File: src/rtl/bwt_pkg.sv
package bwt_pkg;

   typedef enum logic [1:0] {
      ST_IDLE = 2'd0,
      ST_WAIT = 2'd1,
      ST_HOLD = 2'd2
   } bwt_state_e;

   function automatic int unsigned bwt_cnt_w(input int unsigned n);
      return (n < 2) ? 1 : $clog2(n + 1);
   endfunction

endpackage

File: src/rtl/bwt_decode.sv
module bwt_decode #(
   parameter int unsigned ADDR_W = 16,
   parameter int unsigned IDX_W  = 2,
   parameter logic [ADDR_W-1:0] BASE = '0
) (
   input  logic [ADDR_W-1:0] bus_addr,
   input  logic              addr_valid,
   output logic              in_window,
   output logic [IDX_W-1:0]  idx
);

   localparam int unsigned TAG_W = ADDR_W - IDX_W;
   localparam logic [TAG_W-1:0] BASE_TAG = BASE[ADDR_W-1:IDX_W];

   if (IDX_W >= ADDR_W) begin : g_bad_width
      $error("bwt_decode: index width must be below address width");
   end
   if (BASE[IDX_W-1:0] != '0) begin : g_bad_base
      $error("bwt_decode: BASE must be aligned to the register count");
   end

   assign in_window = addr_valid && (bus_addr[ADDR_W-1:IDX_W] == BASE_TAG);
   assign idx       = bus_addr[IDX_W-1:0];

endmodule

File: src/rtl/bwt_wait_ctrl.sv
module bwt_wait_ctrl
   import bwt_pkg::*;
#(
   parameter int unsigned WAIT_CYCLES = 3
) (
   input  logic clk,
   input  logic rst_n,
   input  logic in_window,
   input  logic cmd_active,
   output logic accept,
   output logic complete,
   output logic waiting,
   output logic holding
);

   localparam int unsigned CNT_W = bwt_cnt_w(WAIT_CYCLES);

   bwt_state_e state_q, state_d;
   logic       armed_q;

   // A claim needs a command that started from an idle bus.
   assign accept = (state_q == ST_IDLE) && armed_q && in_window && cmd_active;

   always_ff @(posedge clk or negedge rst_n) begin
      if (!rst_n) begin
         armed_q <= 1'b1;
         state_q <= ST_IDLE;
      end else begin
         armed_q <= !cmd_active;
         state_q <= state_d;
      end
   end

   if (WAIT_CYCLES == 0) begin : g_no_wait
      assign complete = accept;

      always_comb begin
         state_d = state_q;
         unique case (state_q)
            ST_IDLE: if (accept) state_d = ST_HOLD;
            ST_HOLD: if (!cmd_active) state_d = ST_IDLE;
            default: state_d = ST_IDLE;
         endcase
      end
   end else begin : g_wait
      logic [CNT_W-1:0] cnt_q;
      logic             last;

      assign last     = (cnt_q == CNT_W'(1));
      assign complete = (state_q == ST_WAIT) && cmd_active && last;

      always_ff @(posedge clk or negedge rst_n) begin
         if (!rst_n) begin
            cnt_q <= '0;
         end else if (accept) begin
            cnt_q <= CNT_W'(WAIT_CYCLES);
         end else if (state_q == ST_WAIT && !last) begin
            cnt_q <= cnt_q - CNT_W'(1);
         end
      end

      always_comb begin
         state_d = state_q;
         unique case (state_q)
            ST_IDLE: if (accept) state_d = ST_WAIT;
            ST_WAIT: begin
               if (!cmd_active)   state_d = ST_IDLE;
               else if (complete) state_d = ST_HOLD;
            end
            ST_HOLD: if (!cmd_active) state_d = ST_IDLE;
            default: state_d = ST_IDLE;
         endcase
      end
   end

   assign waiting = (state_q == ST_WAIT);
   assign holding = (state_q == ST_HOLD);

endmodule

File: src/rtl/bwt_regfile.sv
module bwt_regfile #(
   parameter int unsigned DATA_W = 8,
   parameter int unsigned NREGS  = 4,
   parameter int unsigned IDX_W  = 2
) (
   input  logic              clk,
   input  logic              rst_n,
   input  logic              wr_en,
   input  logic              rd_en,
   input  logic [IDX_W-1:0]  idx,
   input  logic [DATA_W-1:0] wdata,
   output logic [DATA_W-1:0] rdata
);

   logic [DATA_W-1:0] regs [NREGS];
   logic [DATA_W-1:0] rdata_q;

   for (genvar g = 0; g < NREGS; g++) begin : g_reg
      always_ff @(posedge clk or negedge rst_n) begin
         if (!rst_n) begin
            regs[g] <= '0;
         end else if (wr_en && idx == IDX_W'(g)) begin
            regs[g] <= wdata;
         end
      end
   end

   always_ff @(posedge clk or negedge rst_n) begin
      if (!rst_n) begin
         rdata_q <= '0;
      end else if (rd_en) begin
         rdata_q <= regs[idx];
      end
   end

   assign rdata = rdata_q;

endmodule

File: src/rtl/bus_wait_target.sv
module bus_wait_target #(
   parameter int unsigned ADDR_W      = 16,
   parameter int unsigned DATA_W      = 8,
   parameter int unsigned NREGS       = 4,
   parameter logic [ADDR_W-1:0] BASE  = 16'h0300,
   parameter int unsigned WAIT_CYCLES = 3
) (
   input  logic              clk,
   input  logic              rst_n,
   input  logic [ADDR_W-1:0] bus_addr,
   input  logic              addr_valid,
   input  logic              rd_n,
   input  logic              wr_n,
   input  logic [DATA_W-1:0] wdata,
   output logic [DATA_W-1:0] rdata,
   output logic              rdata_oe,
   output logic              rdy,
   output logic              rdy_oe
);

   localparam int unsigned IDX_W = (NREGS < 2) ? 1 : $clog2(NREGS);

   if ((1 << IDX_W) != NREGS) begin : g_bad_nregs
      $error("bus_wait_target: NREGS must be a power of two, at least 2");
   end

   logic             in_window;
   logic [IDX_W-1:0] dec_idx;
   logic             cmd_active;
   logic             accept, complete, waiting, holding;
   logic [IDX_W-1:0] idx_q, op_idx;
   logic             is_rd_q, op_rd;

   assign cmd_active = !rd_n || !wr_n;

   bwt_decode #(
      .ADDR_W (ADDR_W),
      .IDX_W  (IDX_W),
      .BASE   (BASE)
   ) u_decode (
      .bus_addr   (bus_addr),
      .addr_valid (addr_valid),
      .in_window  (in_window),
      .idx        (dec_idx)
   );

   bwt_wait_ctrl #(
      .WAIT_CYCLES (WAIT_CYCLES)
   ) u_ctrl (
      .clk        (clk),
      .rst_n      (rst_n),
      .in_window  (in_window),
      .cmd_active (cmd_active),
      .accept     (accept),
      .complete   (complete),
      .waiting    (waiting),
      .holding    (holding)
   );

   // Operation attributes are frozen at the claim.
   always_ff @(posedge clk or negedge rst_n) begin
      if (!rst_n) begin
         idx_q   <= '0;
         is_rd_q <= 1'b0;
      end else if (accept) begin
         idx_q   <= dec_idx;
         is_rd_q <= !rd_n;
      end
   end

   // With no wait states the claim and completion share one edge.
   assign op_idx = accept ? dec_idx : idx_q;
   assign op_rd  = accept ? !rd_n   : is_rd_q;

   bwt_regfile #(
      .DATA_W (DATA_W),
      .NREGS  (NREGS),
      .IDX_W  (IDX_W)
   ) u_regs (
      .clk   (clk),
      .rst_n (rst_n),
      .wr_en (complete && !op_rd),
      .rd_en (complete && op_rd),
      .idx   (op_idx),
      .wdata (wdata),
      .rdata (rdata)
   );

   assign rdy_oe   = waiting;
   assign rdy      = !waiting;
   assign rdata_oe = holding && is_rd_q;

endmodule

File: config.mk
export PLATFORM = sky130hd
export DESIGN_NAME = bus_wait_target
export DESIGN_NICKNAME = d
export VERILOG_FILES = /design/src/rtl/bwt_pkg.sv /design/src/rtl/bwt_decode.sv /design/src/rtl/bwt_wait_ctrl.sv /design/src/rtl/bwt_regfile.sv /design/src/rtl/bus_wait_target.sv
export SDC_FILE = /design/constraint.sdc
export NUM_CORES = 1
export LEC_CHECK = 0
export BUFFER_PORTS_ARGS = -buffer_cell sky130_fd_sc_hd__buf_2
export CORE_MARGIN = 2
export CORE_UTILIZATION = 62
export CTS_BUF_LIST = sky130_fd_sc_hd__clkbuf_4
export DETAILED_ROUTE_END_ITERATION = 10
export GPL_TIMING_DRIVEN = 0
export PLACE_DENSITY = 0.86
export SETUP_SLACK_MARGIN = 0.05
export SLEW_MARGIN = 5
export SYNTH_ARGS = -nofsm -noshare
export SYNTH_HDL_FRONTEND = slang
export SYNTH_SLANG_ARGS = --single-unit
File: constraint.sdc
create_clock -name clk -period 6.5 [get_ports clk]
set_input_delay 1.95 -clock clk [delete_from_list [all_inputs] [get_ports clk]]
set_output_delay 1.95 -clock clk [all_outputs]
set_load 0.05 [all_outputs]
Word-level counts from Yosys, hierarchy flattened
Cells that the tools add are included.
- bits in registers: 48
- input bits: 29
- word-level logic and storage cells: 60
- add/subtract/negate cells: 1
- order comparisons: 1
- eq/ne operators: 10
- mux-type cells: 12
- bitwise logic cells: 1
- reduce and logical (&&, ||, !) cells: 25
- operators with widths (kind ; count):
    8-bit binary-select mux with 2-bit select ; 1
    8-bit two-way mux ; 2
    14-bit by 8-bit == test with 1-bit output, second input constant ; 1
    1-bit logical AND ; 14
    2-bit two-way mux ; 7
    2-bit by 1-bit == test with 1-bit output, second input constant ; 3
    2-bit == test, second input constant ; 3
    1-bit logical NOT ; 6
    2-bit one-hot mux with 3 select lines ; 1
    2-bit logical NOT ; 2
    2-bit != test, second input constant ; 2
    3-bit >= comparator, second input constant ; 1
    3-bit != test, second input constant ; 1
    2-bit NOT with 3-bit output ; 1
    3-bit AND reduction ; 1
    2-bit nonzero test ; 1
    2-bit by 1-bit subtractor with 2-bit output, second input constant ; 1
    1-bit logical OR ; 1
    1-bit two-way mux ; 1

Logic depth before layout (Yosys ltp)
- depth in word-level cells: 9
- depth in mapped cells: 8
- depth with buffers taken out: 6

Cells and area by module
Synthesis repeated with hierarchy kept, for this count alone.
- cell total of the unflattened synthesis: 157
- area, all modules: 2172.1 um^2
- by module, submodules not included (module ; instances ; cells an instance ; area an instance (um^2) ; seq. area each (um^2)):
    bwt_regfile ; 1 ; 114 ; 1734.2 ; 1001.0
    bwt_wait_ctrl ; 1 ; 23 ; 236.5 ; 126.4
    bus_wait_target ; 1 ; 13 ; 147.6 ; 75.1
    bwt_decode ; 1 ; 7 ; 53.8 ; 0.0

Worst setup path after synthesis
OpenSTA, ideal clock, no wires.
- kind: input to register
- from: input port rd_n
- to: register u_regs.regs[24] (netlist bit)
- setup time: 0.125 ns
- arrival: 3.427 ns
- setup slack: 2.948 ns
- stages on the path: 8
- path buffers: 3
- cells stage by stage: buf_6 a211oi_2 and2_1 buf_4 buf_6 nand4_4 a21oi_4 mux2_2
- longest elaborated chain between the ends: 7
- ends and longest elaborated chain (what ; line ; RTL):
    from (decl) ; bus_wait_target.sv:12 ; input logic rd_n,
    1-bit logical NOT * ; bus_wait_target.sv:34, bus_wait_target.sv:73 ;
    1-bit logical OR ; bus_wait_target.sv:34 ; assign cmd_active = !rd_n || !wr_n;
    1-bit logical AND ; bwt_wait_ctrl.sv:22 ; assign accept = (state_q == ST_IDLE) && armed_q && in_window && cmd_active;
    1-bit two-way mux ; -- ;
    1-bit logical NOT ; bus_wait_target.sv:82 ; .wr_en (complete && !op_rd),
    1-bit logical AND ; bus_wait_target.sv:82 ;
    1-bit logical AND * ; bwt_regfile.sv:22 ; end else if (wr_en && idx == IDX_W'(g)) begin
    to (signal, indexed assignment) ; bwt_regfile.sv:23 ; regs[g] <= wdata;
    to (decl) ; bwt_regfile.sv:15 ; logic [DATA_W-1:0] regs [NREGS];
Every way passes the cells marked *; elsewhere a longest branch is shown, timed or not.
A chain may end at the register's enable or synchronous reset.

Worst setup path in the final report
- from: register is_rd_q
- to: output port rdata_oe
- longest elaborated chain between the ends: 1
- ends and longest elaborated chain (what ; line ; RTL):
    from (decl) ; bus_wait_target.sv:32 ; logic is_rd_q, op_rd;
    from (signal assigned) ; bus_wait_target.sv:67 ; is_rd_q <= !rd_n;
    1-bit logical AND ; bus_wait_target.sv:91 ; assign rdata_oe = holding && is_rd_q;
    to (decl) ; bus_wait_target.sv:16 ; output logic rdata_oe,
No other way between the ends.

==> results by group <==
Run status
  • Status: finished, final reports clean

Synth
  • Ranking of synthesized cells by area: dfrtp_1 44%, mux2_2 14%, nand2_1 3.6%, a221o_1 3.0%, o32a_1 3.0%
  • FF+latch count, synth: 48
  • Post-synthesis cell type count: 45
  • Post-Synthesis Cells: 249
  • Fraction of registers with async set or reset after synthesis: 1.00
  • Count leader, synth: dfrtp_1
  • Register area share after synthesis: 0.447
  • Post-synth top cells: 47 x dfrtp_1, 33 x mux2_2, 26 x nand2_1, 11 x inv_1
  • Top_reg_cell synth: dfrtp_1
  • Synth area leader: dfrtp_1
  • Post-Syn Area: 0.00269 sq mm
  • Synth top area share: 0.438
  • Net Count, Synth: 279
  • Syn avg cell area: 10.8 sq um
  • Synth Warn #: 0
  • Post-synth EDFFs: 0

Clocking
  • Max Buffers Root-to-Sink: 2
  • Post-CTS sizing: 0
  • Worst-path clk slew: 130 ps
  • CTS Root Cell: clkbuf_4
  • Setup Buffers After CTS: 0
  • CTS buffer count: 5
  • CTS sink count: 48
  • Post-CTS Hold Buffers: 0
  • H-tree depth: 2
  • Clock latency on the worst-skew pair: 360 ps
  • TritonCTS clock tree: built

Power and ir drop
  • Pwr dens: 153 mW/mm^2
  • Switching share of power: 0.229
  • Clock share of power: 0.290
  • Pleak: 1.36 nW
  • Sequential power share: 0.655
  • Pint: 0.000353 W
  • Switching power: 0.000105 W
  • Max VDD drop: 134 uV
  • Combinational group share of total power: 0.055

Critical path
  • Setup CP Type: reg2out
  • Worst R2R Path Depth: 6
  • R2R Path End: u_regs.regs[30]
  • Slack of the worst reg-to-reg path: 4040 ps
  • Critical path launch point type: flop
  • CP Capture Type: output port
  • Largest fanout on the critical path: 10
  • R2R Path Start: u_ctrl.armed_q
  • Worst Setup SP: is_rd_q
  • Worst Path Required: 4550 ps
  • Setup crit end: rdata_oe
  • Worst EP arrival: 1770 ps

Die
  • Die X: 69.8 microns
  • Core area: 0.00409 sq mm
  • Starting Density: 0.658
  • Num ports: 40
  • Site Rows: 23
  • Die area: 0.00488 sq mm
  • Die span in y: 69.8 microns

Place
  • DP Wirelength: 4390 microns
  • Inst Count DP: 337
  • Port Buffer Count: 38
  • Placer Congestion: 0.867

Timing
  • Hold Vio Cnt, Final: 0
  • Worst-Margin Slew: 1040 ps
  • Fin crit share: 0.573
  • Minimum clock period: 3720 ps
  • Unrepaired setup endpoints after global routing: false
  • FMAX: 269 MHz
  • Layout Skew: 10.0 ps
  • Rel. slew slack: 0.304
  • Setup TNS Final: 0 ps
  • Pins Over Slew Limit: 0
  • Setup violations, final: 0

Layout
  • Layout Cells excl Fill: 344
  • Antenna diodes: 0
  • Fill count: 317
  • Layout cells sized above 1: 0.333
  • Reg area: 0.00120 sq mm
  • Multi-input logic area: 0.00136 sq mm
  • Area delta synth->final: 11.3%
  • Layout net count: 324

Global routing
  • GR Util met2: 0.432
  • Largest net degree at the start of global routing: 49
  • First-pass GRT wire length: 10700 microns
  • Top Usage Layer GRT: met2
  • Initial antenna violation count: 0
  • Met1 Usage GRT: 0.399
  • Final global-route overflow total: 0
  • M3 GR Usage: 0.0480
  • Global Route Usage Sum: 0.282
  • Vias in the first global route: 2195

Route
  • DRC: 0
  • Final wirelength: 6510 microns
  • DR vias/cell: 6.50
  • Wire per inst: 18.9 microns
  • Drt pass-1 iters: 4
  • DRT iter0 DRCs: 238
  • ANT nets after route: 0
  • Routed vias: 2237

Worst hold path
  • Hold Crit Class: reg2reg

Flow run
  • MaxCap Viol Count: 0
registers in the layout (all words and copies together) (netlist names):
name / cells
u_ctrl.state_q: 2
u_ctrl.g_wait.cnt_q: 2
u_regs.rdata: 8
idx_q: 2
is_rd_q: 1
u_regs.regs: 32
u_ctrl.armed_q: 1
through the flow:
stage,setup slack [ps],util,instance area (sq um),hold WS (ps),total power [W]
floorplan,2950,-,2690,464,0.000312
global placement,2540,0.720,2940,474,0.000330
detailed placement,2510,0.720,2940,485,0.000330
CTS,2800,0.732,2990,514,0.000460
global route,2740,0.732,2990,542,0.000475
finish,2780,0.732,2990,512,0.000457
cells by family (layout without fill, tap and decap cells):
group | Yosys count | count (layout) | share of synthesized area
fa+ha+maj | 1 | 1 | 0.00465
xor+xnor | 1 | 1 | 0.00326
mux | 35 | 35 | 0.146
buf+inv | 27 | 72 | 0.0475
flops | 48 | 48 | 0.447
simple gates | 66 | 66 | 0.143
compound gates | 71 | 71 | 0.208
final cells by class:
class,count,area share
flip-flops and latches,48,0.402
multi-input cells,174,0.454
clock buffers,6,0.0151
clock inverters,1,0.00167
well taps,50,0.0209
inverters,12,0.0151
plain buffers,15,0.0276
repair buffers,38,0.0636
worst max-delay path, stage by stage, from the launching register on:
cell	delay, ps
dfrtp_1	470
clkbuf_1	480
and2_1	210
buf_2	260
per-layer routing:
| metal | wire length, microns | vias up | part of all wire |
|---|---|---|---|
| li1 | - | 1032 | - |
| met1 | 2730 | 1082 | 0.42 |
| met2 | 3050 | 103 | 0.47 |
| met3 | 515 | 20 | 0.079 |
| met4 | 208 | 0 | 0.032 |
| met5 | 0 | - | 0 |
how the worst min path moves through the flow:
| stage | cells past startpoint | startpoint | endpoint | slack (ps) |
|---|---|---|---|---|
| 6_report | 1 | u_regs.regs[22] | u_regs.regs[22] | 510 |
| 5_1_grt | 1 | u_regs.regs[17] | u_regs.regs[17] | 540 |
| 4_1_cts | 1 | u_regs.regs[22] | u_regs.regs[22] | 510 |
| 3_5_place_dp | 1 | u_regs.regs[22] | u_regs.regs[22] | 480 |
| 3_3_place_gp | 1 | u_regs.regs[22] | u_regs.regs[22] | 470 |
| 2_1_floorplan | 1 | u_regs.regs[22] | u_regs.regs[22] | 460 |
power groups by stage:
stage               registers [W]   logic [W]  clock network (W)
finish                   0.000299   0.0000252           0.000133
global route             0.000300   0.0000286           0.000147
CTS                      0.000299   0.0000255           0.000135
detailed placement       0.000305   0.0000253                  0
global placement         0.000305   0.0000250                  0
floorplan                0.000305  0.00000681                  0
cell usage in the layout, fill, tap and decap left out, drive strengths merged:
master	Yosys	final
o22ai	8	8
nand2b	2	2
xnor2	1	1
nor4	3	3
a21oi	12	12
nor4b	2	2
a2111oi	1	1
dfrtp	47	47
clkinv	0	1
and3	2	2
nor2b	2	2
inv	12	12
and2	3	3
nor4bb	3	3
a211oi	3	3
buf	9	47
nor3	3	3
mux2i	1	1
a221o	8	8
nor2	4	4
nand4	2	2
o211ai	2	2
clkbuf	6	12
mux2	34	34
or3	1	1
a21o	9	9
nand3b	8	8
ha	1	1
o2111ai	8	8
nand3	5	5
o32a	8	8
nand2	26	26
dfstp	1	1
o21ai	10	10
o21bai	2	2
Power figures use the tool's default switching activity.
